<file path="src/rtl/obs_pkg.sv">
// Shared definitions for the I2C bus observer.
// Token codes are visible at the top-level ports and must stay fixed.
package obs_pkg;
    localparam int BYTE_W = 8;

    typedef enum logic [2:0] {
        TK_START  = 3'd0,
        TK_RSTART = 3'd1,
        TK_ADDR   = 3'd2,
        TK_DATA   = 3'd3,
        TK_ACK    = 3'd4,
        TK_NACK   = 3'd5,
        TK_STOP   = 3'd6
    } tok_kind_e;

    typedef enum logic [2:0] {
        PH_IDLE, PH_START, PH_RS, PH_BYTE, PH_ACK, PH_STOP
    } replay_ph_e;

    typedef struct packed {
        logic              rs;       // a repeated START preceded this byte
        logic              is_addr;  // first byte after a START
        logic              ack;      // 1 = acknowledged
        logic [BYTE_W-1:0] val;
    } cap_entry_t;
endpackage

</file>
<file path="src/rtl/obs_line_filter.sv">
// Two-flop synchronizer followed by a stability filter for one bus line.
// Assumes the line idles high; the output follows the synchronized input
// only after it has held a new value for FILT_LEN consecutive clocks.
module obs_line_filter #(
    parameter int FILT_LEN = 4
) (
    input  logic clk,
    input  logic rst_n,
    input  logic line_in,
    output logic line_out
);
    localparam int FCW = $clog2(FILT_LEN + 1);

    logic           sync1, sync2;
    logic [FCW-1:0] run_cnt;

    // Bring the asynchronous line into the clock domain.
    always_ff @(posedge clk) begin
        if (!rst_n) begin
            sync1 <= 1'b1;
            sync2 <= 1'b1;
        end else begin
            sync1 <= line_in;
            sync2 <= sync1;
        end
    end

    // Accept a new level only once it has been stable long enough.
    always_ff @(posedge clk) begin
        if (!rst_n) begin
            line_out <= 1'b1;
            run_cnt  <= '0;
        end else if (sync2 == line_out) begin
            run_cnt <= '0;
        end else if (run_cnt == FCW'(FILT_LEN - 1)) begin
            line_out <= sync2;
            run_cnt  <= '0;
        end else begin
            run_cnt <= run_cnt + FCW'(1);
        end
    end
endmodule

</file>
<file path="src/rtl/obs_bit_engine.sv">
// Bus condition detector and byte assembler.
// Inputs are the filtered SCL/SDA levels. Emits single-cycle events for
// START (with repeated flag), STOP and each completed byte plus its ninth bit.
// Bits are sampled on the SCL rising edge, MSB first; ignored while idle.
module obs_bit_engine
    import obs_pkg::*;
(
    input  logic              clk,
    input  logic              rst_n,
    input  logic              abort,
    input  logic              scl_f,
    input  logic              sda_f,
    output logic              ev_start,
    output logic              ev_rep,
    output logic              ev_stop,
    output logic              byte_done,
    output logic [BYTE_W-1:0] byte_val,
    output logic              byte_ack,
    output logic              byte_addr,
    output logic              busy
);
    logic              scl_q, sda_q;
    logic [3:0]        bit_cnt;
    logic [BYTE_W-1:0] shreg;
    logic              addr_next;
    logic              start_c, stop_c, rise_c;

    // Classify the line transitions seen this cycle.
    always_comb begin
        start_c = scl_f & scl_q & sda_q & ~sda_f;
        stop_c  = scl_f & scl_q & ~sda_q & sda_f;
        rise_c  = scl_f & ~scl_q;
    end

    // Track bus state and shift in bits.
    always_ff @(posedge clk) begin
        if (!rst_n) begin
            scl_q     <= 1'b1;
            sda_q     <= 1'b1;
            ev_start  <= 1'b0;
            ev_rep    <= 1'b0;
            ev_stop   <= 1'b0;
            byte_done <= 1'b0;
            byte_val  <= '0;
            byte_ack  <= 1'b0;
            byte_addr <= 1'b0;
            busy      <= 1'b0;
            bit_cnt   <= '0;
            shreg     <= '0;
            addr_next <= 1'b0;
        end else begin
            scl_q     <= scl_f;
            sda_q     <= sda_f;
            ev_start  <= 1'b0;
            ev_rep    <= 1'b0;
            ev_stop   <= 1'b0;
            byte_done <= 1'b0;
            if (abort) begin
                busy      <= 1'b0;
                bit_cnt   <= '0;
                addr_next <= 1'b0;
            end else if (start_c) begin
                ev_start  <= 1'b1;
                ev_rep    <= busy;
                busy      <= 1'b1;
                bit_cnt   <= '0;
                addr_next <= 1'b1;
            end else if (stop_c) begin
                ev_stop <= busy;
                busy    <= 1'b0;
                bit_cnt <= '0;
            end else if (rise_c && busy) begin
                if (bit_cnt == 4'(BYTE_W)) begin
                    byte_done <= 1'b1;
                    byte_val  <= shreg;
                    byte_ack  <= ~sda_f;
                    byte_addr <= addr_next;
                    addr_next <= 1'b0;
                    bit_cnt   <= '0;
                end else begin
                    shreg   <= {shreg[BYTE_W-2:0], sda_f};
                    bit_cnt <= bit_cnt + 4'd1;
                end
            end
        end
    end
endmodule

</file>
<file path="src/rtl/obs_ms_timer.sv">
// Free-running millisecond counter: a prescaler divides the system clock
// by CLK_PER_MS and the count advances once per division. Wraps silently.
module obs_ms_timer #(
    parameter int CLK_PER_MS = 125000,
    parameter int TS_W       = 32
) (
    input  logic            clk,
    input  logic            rst_n,
    output logic [TS_W-1:0] ms_now
);
    localparam int PW = $clog2(CLK_PER_MS);

    logic [PW-1:0] pre;

    // Divide the clock and advance the millisecond count.
    always_ff @(posedge clk) begin
        if (!rst_n) begin
            pre    <= '0;
            ms_now <= '0;
        end else if (pre == PW'(CLK_PER_MS - 1)) begin
            pre    <= '0;
            ms_now <= ms_now + TS_W'(1);
        end else begin
            pre <= pre + PW'(1);
        end
    end
endmodule

</file>
<file path="src/rtl/obs_capture.sv">
// Transaction store, address filter and token replay.
// Bytes of the open transaction are written to a DEPTH-entry store. At
// STOP the transaction is kept or dropped; a kept one is replayed as one
// token per cycle, ending with a STOP token carrying the latched stamp.
// Assumes replay (about 2*DEPTH+3 cycles) ends before the next byte lands.
module obs_capture
    import obs_pkg::*;
#(
    parameter int DEPTH = 16,
    parameter int TS_W  = 32
) (
    input  logic              clk,
    input  logic              rst_n,
    input  logic              abort,
    input  logic              ev_start,
    input  logic              ev_rep,
    input  logic              ev_stop,
    input  logic              byte_done,
    input  logic [BYTE_W-1:0] byte_val,
    input  logic              byte_ack,
    input  logic              byte_addr,
    input  logic              flt_en,
    input  logic [6:0]        flt_addr,
    input  logic [TS_W-1:0]   ms_now,
    output logic              tok_valid,
    output tok_kind_e         tok_kind,
    output logic [BYTE_W-1:0] tok_byte,
    output logic [TS_W-1:0]   tok_stamp,
    output logic              ovf
);
    localparam int IW = (DEPTH > 1) ? $clog2(DEPTH) : 1;
    localparam int CW = $clog2(DEPTH + 1);

    cap_entry_t      store [DEPTH];
    logic            in_tx, pend_rs, addr_known, keep_q;
    logic [CW-1:0]   cnt, rp_cnt;
    logic [IW-1:0]   rp_idx;
    logic [TS_W-1:0] stamp_q;
    replay_ph_e      phase;
    cap_entry_t      rd_e, nx_e;
    logic            wr_en, last_e;

    // Select the entry being replayed and its successor.
    always_comb begin
        rd_e   = store[rp_idx];
        nx_e   = store[rp_idx + IW'(1)];
        last_e = (CW'(rp_idx) + CW'(1)) == rp_cnt;
        wr_en  = byte_done && in_tx && !abort && (cnt != CW'(DEPTH));
    end

    // Write completed bytes into the store.
    always_ff @(posedge clk) begin
        if (wr_en)
            store[cnt[IW-1:0]] <= '{rs: pend_rs, is_addr: byte_addr,
                                    ack: byte_ack, val: byte_val};
    end

    // Capture bookkeeping, keep decision and replay sequencing.
    always_ff @(posedge clk) begin
        if (!rst_n) begin
            in_tx      <= 1'b0;
            pend_rs    <= 1'b0;
            addr_known <= 1'b0;
            keep_q     <= 1'b0;
            cnt        <= '0;
            rp_cnt     <= '0;
            rp_idx     <= '0;
            stamp_q    <= '0;
            phase      <= PH_IDLE;
            ovf        <= 1'b0;
            tok_valid  <= 1'b0;
            tok_kind   <= TK_START;
            tok_byte   <= '0;
            tok_stamp  <= '0;
        end else begin
            tok_valid <= 1'b0;
            tok_byte  <= '0;
            tok_stamp <= '0;
            if (abort) begin
                in_tx      <= 1'b0;
                pend_rs    <= 1'b0;
                addr_known <= 1'b0;
                cnt        <= '0;
                ovf        <= 1'b0;
                phase      <= PH_IDLE;
            end else begin
                unique case (phase)
                    PH_START: begin
                        tok_valid <= 1'b1;
                        tok_kind  <= TK_START;
                        phase     <= (rp_cnt == '0) ? PH_STOP : PH_BYTE;
                    end
                    PH_RS: begin
                        tok_valid <= 1'b1;
                        tok_kind  <= TK_RSTART;
                        phase     <= PH_BYTE;
                    end
                    PH_BYTE: begin
                        tok_valid <= 1'b1;
                        tok_kind  <= rd_e.is_addr ? TK_ADDR : TK_DATA;
                        tok_byte  <= rd_e.val;
                        phase     <= PH_ACK;
                    end
                    PH_ACK: begin
                        tok_valid <= 1'b1;
                        tok_kind  <= rd_e.ack ? TK_ACK : TK_NACK;
                        if (last_e) begin
                            phase <= PH_STOP;
                        end else begin
                            rp_idx <= rp_idx + IW'(1);
                            phase  <= nx_e.rs ? PH_RS : PH_BYTE;
                        end
                    end
                    PH_STOP: begin
                        tok_valid <= 1'b1;
                        tok_kind  <= TK_STOP;
                        tok_stamp <= stamp_q;
                        phase     <= PH_IDLE;
                    end
                    default: ;
                endcase

                if (ev_start) begin
                    if (ev_rep) begin
                        pend_rs <= 1'b1;
                    end else begin
                        in_tx      <= 1'b1;
                        cnt        <= '0;
                        ovf        <= 1'b0;
                        pend_rs    <= 1'b0;
                        addr_known <= 1'b0;
                        keep_q     <= 1'b0;
                    end
                end else if (byte_done && in_tx) begin
                    if (cnt == CW'(DEPTH)) begin
                        ovf <= 1'b1;
                    end else begin
                        cnt     <= cnt + CW'(1);
                        pend_rs <= 1'b0;
                    end
                    if (byte_addr && !addr_known) begin
                        addr_known <= 1'b1;
                        keep_q     <= (byte_val[7:1] == flt_addr);
                    end
                end else if (ev_stop && in_tx) begin
                    in_tx <= 1'b0;
                    if (!ovf && (!flt_en || (addr_known && keep_q))) begin
                        phase   <= PH_START;
                        rp_idx  <= '0;
                        rp_cnt  <= cnt;
                        stamp_q <= ms_now;
                    end
                end
            end
        end
    end
endmodule

</file>
<file path="src/rtl/i2c_bus_observer.sv">
// Top of the passive I2C observer. Never drives the bus: filters both
// lines, decodes conditions and bytes, and replays kept transactions as
// a token stream stamped with a millisecond count.
module i2c_bus_observer
    import obs_pkg::*;
#(
    parameter int CLK_PER_MS = 125000,
    parameter int FILT_LEN   = 4,
    parameter int PAGE_BYTES = 8,
    parameter int TS_W       = 32
) (
    input  logic            clk,
    input  logic            rst_n,
    input  logic            abort,
    input  logic            scl_in,
    input  logic            sda_in,
    input  logic            filt_en,
    input  logic [6:0]      filt_addr,
    output logic            tok_valid,
    output logic [2:0]      tok_kind,
    output logic [7:0]      tok_byte,
    output logic [TS_W-1:0] tok_stamp,
    output logic            bus_busy,
    output logic            cap_overflow
);
    localparam int DEPTH = 2 * PAGE_BYTES;

    logic [1:0]        raw_l, flt_l;
    logic              ev_start, ev_rep, ev_stop, byte_done, byte_ack, byte_addr;
    logic [BYTE_W-1:0] byte_val;
    logic [TS_W-1:0]   ms_now;
    tok_kind_e         kind_e;

    assign raw_l = {scl_in, sda_in};

    for (genvar gi = 0; gi < 2; gi++) begin : g_line
        obs_line_filter #(.FILT_LEN(FILT_LEN)) u_flt (
            .clk(clk), .rst_n(rst_n), .line_in(raw_l[gi]), .line_out(flt_l[gi])
        );
    end

    obs_bit_engine u_eng (
        .clk(clk), .rst_n(rst_n), .abort(abort),
        .scl_f(flt_l[1]), .sda_f(flt_l[0]),
        .ev_start(ev_start), .ev_rep(ev_rep), .ev_stop(ev_stop),
        .byte_done(byte_done), .byte_val(byte_val), .byte_ack(byte_ack),
        .byte_addr(byte_addr), .busy(bus_busy)
    );

    obs_ms_timer #(.CLK_PER_MS(CLK_PER_MS), .TS_W(TS_W)) u_tmr (
        .clk(clk), .rst_n(rst_n), .ms_now(ms_now)
    );

    obs_capture #(.DEPTH(DEPTH), .TS_W(TS_W)) u_cap (
        .clk(clk), .rst_n(rst_n), .abort(abort),
        .ev_start(ev_start), .ev_rep(ev_rep), .ev_stop(ev_stop),
        .byte_done(byte_done), .byte_val(byte_val), .byte_ack(byte_ack),
        .byte_addr(byte_addr), .flt_en(filt_en), .flt_addr(filt_addr),
        .ms_now(ms_now), .tok_valid(tok_valid), .tok_kind(kind_e),
        .tok_byte(tok_byte), .tok_stamp(tok_stamp), .ovf(cap_overflow)
    );

    assign tok_kind = kind_e;
endmodule

</file>
<file path="config.mk">
export PLATFORM = sky130hd
export DESIGN_NAME = i2c_bus_observer
export DESIGN_NICKNAME = d
export VERILOG_FILES = /design/src/rtl/obs_pkg.sv /design/src/rtl/obs_line_filter.sv /design/src/rtl/obs_bit_engine.sv /design/src/rtl/obs_ms_timer.sv /design/src/rtl/obs_capture.sv /design/src/rtl/i2c_bus_observer.sv
export SDC_FILE = /design/constraint.sdc
export NUM_CORES = 1
export LEC_CHECK = 0
export ABC_AREA = 1
export BUFFER_PORTS_ARGS = -buffer_cell sky130_fd_sc_hd__buf_2
export CAP_MARGIN = 25
export CORE_ASPECT_RATIO = 0.8
export CORE_UTILIZATION = 25
export CTS_CLUSTER_DIAMETER = 100
export DETAILED_ROUTE_END_ITERATION = 6
export SLEW_MARGIN = 40
export SYNTH_ARGS = -nofsm -noshare
export SYNTH_HDL_FRONTEND = slang
export SYNTH_SLANG_ARGS = --single-unit
</file>
<file path="constraint.sdc">
create_clock -name clk -period 4.33 [get_ports clk]
set_input_delay 0.433 -clock clk [delete_from_list [all_inputs] [get_ports clk]]
set_output_delay 0.433 -clock clk [all_outputs]
set_load 0.01 [all_outputs]
</file>
==> tab_implementation.tex <==
\begin{tabular}{lr}
\hline
Metric & Value \\
\hline
\multicolumn{2}{l}{\textbf{Clock network}} \\
Clock latency on the worst-skew pair & 0.55 ns \\
CTS tree & built \\
Total clock buffers created by CTS & 37 \\
Buffer count from post-CTS setup fixing & 0 \\
Number of sinks on the clock net & 369 \\
Register clock-pin slew on the reported worst setup and hold paths & 0.06 ns \\
Clock Root Buffer & sky130\_fd\_sc\_hd\_\_clkbuf\_16 \\
Post-cts hold buffer count & 0 \\
Number of buffers between clock root and the deepest sink & 3 \\
CTS H-tree lvls & 2 \\
Gates resized, CTS repair & 0 \\
\multicolumn{2}{l}{\textbf{STA}} \\
RSZ-0062 raised after global routing & no \\
Period minus WS final & 2.40 ns \\
Setup ws final & 1.93 ns \\
Clock tree skew after final layout & 0.0280 ns \\
Highest clock frequency the design can meet & 417 MHz \\
Final-report hold violation count & 0 \\
Slew margin rel. & 0.376 \\
Slew at the pin closest to its max-slew limit & 0.935 ns \\
Setup total negative slack & 0 ns \\
Ratio of final minimum period to clock period & 0.554 \\
Max Transition Viols Final & 0 \\
Number of setup violations in the final report & 0 \\
\multicolumn{2}{l}{\textbf{Global routing}} \\
Total overflow reported by the global router & 0 \\
Antenna violations before repair & 1 \\
Pin count of the biggest net entering global routing & 81 \\
Vias in the first global route & 10.5k \\
Global router's overall resource usage & 0.123 \\
Global-route wire length before repair & 59700 um \\
\multicolumn{2}{l}{\textbf{Setup path}} \\
Max FO, Critical Path & 11 \\
Capture instance of the worst register-to-register path & u\_cap.store[15][5]\$\_DFFE\_PP\_ \\
Path type of the worst setup path & register to register \\
CP max stage cell & sky130\_fd\_sc\_hd\_\_nor2\_2 \\
Largest stage delay, worst path & 0.54 ns \\
Setup slack on the worst flop-to-flop path & 1.93 ns \\
Element type at the critical path end & register \\
Arrival @ worst endpoint & 2.59 ns \\
Cell-by-cell listing of the critical path & inv\_1, ha\_1, nand4\_1, nand2\_1, nor2\_1, nand2\_1, nor2\_2 \\
Most frequent cell on the critical path & sky130\_fd\_sc\_hd\_\_nand2\_1 \\
Reg2reg path depth & 7 \\
Critical path launch point type & register \\
RR Startpoint & u\_cap.cnt[0]\$\_SDFFE\_PP0P\_ \\
Data required time at the worst endpoint & 4.52 ns \\
\multicolumn{2}{l}{\textbf{Synthesis}} \\
EDFF count, synth & 176 \\
Most repeated cell in the gate-level netlist after synthesis & sky130\_fd\_sc\_hd\_\_nand2\_1 \\
Number of instances in the synthesized netlist & 1569 \\
Synthesis warning total & 0 \\
Count of unique library cells instantiated by Yosys & 49 \\
Cell types occupying the most area after synthesis & sky130\_fd\_sc\_hd\_\_edfxtp\_1 35\%, sky130\_fd\_sc\_hd\_\_dfxtp\_1 26\%, sky130\_fd\_sc\_hd\_\_nand2\_1 6.2\%, sky130\_fd\_sc\_hd\_\_nor2\_1 5.0\%, sky130\_fd\_sc\_hd\_\_o21ai\_0 4.6\% \\
Post-Syn Nets & 1595 \\
Dominant cell type by area after synthesis & sky130\_fd\_sc\_hd\_\_edfxtp\_1 \\
Post-synth top flop & sky130\_fd\_sc\_hd\_\_dfxtp\_1 \\
Async set or reset register ratio after synthesis & 0 \\
Netlist Area Pre-Place & 15000 um\^{}2 \\
Seq/Total Area, Yosys & 0.610 \\
Syn Area/Cell & 9.56 um\^{}2 \\
Post-synthesis sequential element count & 369 \\
Top-area cell type share of the netlist area & 0.352 \\
Synth top cells by count & 248 x sky130\_fd\_sc\_hd\_\_nand2\_1, 201 x sky130\_fd\_sc\_hd\_\_nor2\_1, 193 x sky130\_fd\_sc\_hd\_\_dfxtp\_1, 176 x sky130\_fd\_sc\_hd\_\_edfxtp\_1, 137 x sky130\_fd\_sc\_hd\_\_o21ai\_0 \\
\multicolumn{2}{l}{\textbf{Power}} \\
Leakage power figure & 6.29 nW \\
Clock Power Share & 0.472 \\
Combinational fraction of design power & 0.008 \\
Net switching power of the design & 0.00142 W \\
Share of total power in sequential cells & 0.520 \\
Worst IR drop on VDD & 0.218 mV \\
Net switching fraction of the power & 0.204 \\
Cell internal power dissipation & 0.00555 W \\
P per Cell Area & 403 nW/um\^{}2 \\
\multicolumn{2}{l}{\textbf{Detailed routing}} \\
Antenna-violating nets left & 0 \\
Mean number of vias per cell & 4.63 \\
Detailed router's first-iteration violation count & 930 \\
Post-DR wirelength/cell & 15.6 um \\
Total Routed Length & 37700 um \\
Residual DRC count & 0 \\
Detailed-route via count & 11.1k \\
Number of iterations in the first detailed-routing pass & 6 \\
\multicolumn{2}{l}{\textbf{Placement}} \\
RePlAce Congestion & 0.887 \\
Placed wire-length estimate after detailed placement & 25400 um \\
Cell total after placement & 2342 \\
Setup slack after placement & 1.75 ns \\
\# port buffers & 58 \\
\multicolumn{2}{l}{\textbf{Cells and area}} \\
Number of filler cells placed in the layout & 6126 \\
Sequential cell area & 9150 um\^{}2 \\
Relative area change from synthesis to final layout & 15.3\% \\
Net count, final & 1638 \\
Final standard cell count with taps included and fillers excluded & 2410 \\
Number of antenna diodes & 0 \\
Total area of multi-input combinational cells & 4980 um\^{}2 \\
Proportion of layout cells with a drive suffix above 1 & 0.132 \\
\multicolumn{2}{l}{\textbf{Worst hold path}} \\
Hold crit path type & primary input to register \\
Launch instance of the worst min-delay path & scl\_in \\
Hold path endpoint & g\_line[1].u\_flt.sync1\$\_SDFF\_PN1\_ \\
Min-Delay Path Depth & 2 \\
\multicolumn{2}{l}{\textbf{Floorplan}} \\
Die Y-Extent & 221 um \\
Ports placed on the boundary & 59 \\
Placeable core area & 58700 um\^{}2 \\
Width of the die & 276 um \\
Initial Utilization & 0.255 \\
Floorplan row count & 79 \\
Die Outline Area & 61000 um\^{}2 \\
\multicolumn{2}{l}{\textbf{Job}} \\
Max-capacitance violation count & 0 \\
\multicolumn{2}{l}{\textbf{Run status}} \\
Status & finished, final reports clean \\
\hline
\end{tabular}
[kinds of logic (layout without fill, tap and decap cells)]
group / after synthesis / after routing / share of synthesized area
compound gates: 313 / 313 / 0.113
xor+xnor: 29 / 29 / 0.0169
fa+ha+maj: 13 / 13 / 0.0108
buf+inv: 218 / 290 / 0.0611
flops: 369 / 369 / 0.610
simple gates: 627 / 627 / 0.188
[state kept, by name (all words and copies together), names as in the netlist, 5 cells and up, named ones only]
register	flops
u_cap.store	176
u_cap.stamp_q	32
u_cap.tok_stamp	32
u_tmr.ms_now	32
u_tmr.pre	17
u_cap.tok_byte	8
u_eng.byte_val	8
u_eng.shreg	8
g_line.u_flt.run_cnt	6
u_cap.cnt	5
u_cap.rp_cnt	5
[through the flow]
step                 util  power, W  instance area, um^2  hold WS [ns]
floorplan               -   0.00374                15000         0.393
global placement    0.272   0.00376                16000         0.407
global route        0.295   0.00717                17300        0.0828
finish              0.295   0.00697                17300        0.0918
detailed placement  0.273   0.00376                16000         0.405
CTS                 0.294   0.00703                17300        0.0707
[power by group through the flow]
stage,Combinational [W],Clock (W),Sequential (W)
6_report,0.0000554,0.00329,0.00363
5_1_grt,0.0000625,0.00348,0.00363
4_1_cts,0.0000562,0.00334,0.00363
3_5_place_dp,0.0000559,0,0.00370
3_3_place_gp,0.0000545,0,0.00370
2_1_floorplan,0.0000378,0,0.00370
[cell type report]
cell class,count,area share
flip-flops and latches,369,0.529
repair buffers,68,0.0211
multi-input cells,982,0.288
well taps,769,0.0556
clock buffers,50,0.0611
clock inverters,18,0.0114
inverters,154,0.0336
[worst max path at each step]
stage / start / end / slack (ns) / cells after the start
6_report: u_cap.cnt[0]$_SDFFE_PP0P_ / u_cap.store[15][5]$_DFFE_PP_ / 1.93 / 7
5_1_grt: u_tmr.pre[11]$_SDFF_PP0_ / u_tmr.ms_now[6]$_SDFFE_PN0P_ / 1.80 / 6
4_1_cts: u_cap.cnt[0]$_SDFFE_PP0P_ / u_cap.store[2][8]$_DFFE_PP_ / 1.74 / 7
3_5_place_dp: u_cap.cnt[0]$_SDFFE_PP0P_ / u_cap.store[2][3]$_DFFE_PP_ / 1.75 / 7
3_3_place_gp: u_cap.cnt[0]$_SDFFE_PP0P_ / u_cap.store[15][2]$_DFFE_PP_ / 1.85 / 7
2_1_floorplan: u_cap.cnt[0]$_SDFFE_PP0P_ / u_cap.store[12][0]$_DFFE_PP_ / 2.33 / 7
[cell usage in the layout (no fill, tap or decap), types with 20 or more instances in the layout]
cell type / n
sky130_fd_sc_hd__nand2_1: 248
sky130_fd_sc_hd__dfxtp_1: 189
sky130_fd_sc_hd__nor2_1: 184
sky130_fd_sc_hd__edfxtp_1: 176
sky130_fd_sc_hd__o21ai_0: 137
sky130_fd_sc_hd__inv_1: 131
sky130_fd_sc_hd__a21oi_1: 109
sky130_fd_sc_hd__nand3_1: 75
sky130_fd_sc_hd__buf_2: 58
sky130_fd_sc_hd__clkbuf_16: 38
sky130_fd_sc_hd__nor3_1: 25
sky130_fd_sc_hd__o22ai_1: 25
sky130_fd_sc_hd__nor2_2: 22
sky130_fd_sc_hd__xor2_1: 22
sky130_fd_sc_hd__inv_2: 20
[worst max-delay path, delay by kind of cell, from the launching register on]
family	cells	cell delay, ns
buffers and inverters	1	0.12
and+or+nand+nor	5	1.30
DFF	1	0.38
adders and majority gates	1	0.24
[per-layer routing]
| metal | routed length (um) | global-route usage | vias up |
|---|---|---|---|
| met5 | 13 | 0 | - |
| met4 | 830 | 0.0360 | 2 |
| met3 | 2950 | 0.0218 | 62 |
| met2 | 16500 | 0.181 | 381 |
| met1 | 17400 | 0.182 | 5315 |
| li1 | - | - | 5387 |
No activity file was read; power rests on OpenSTA's default activity.
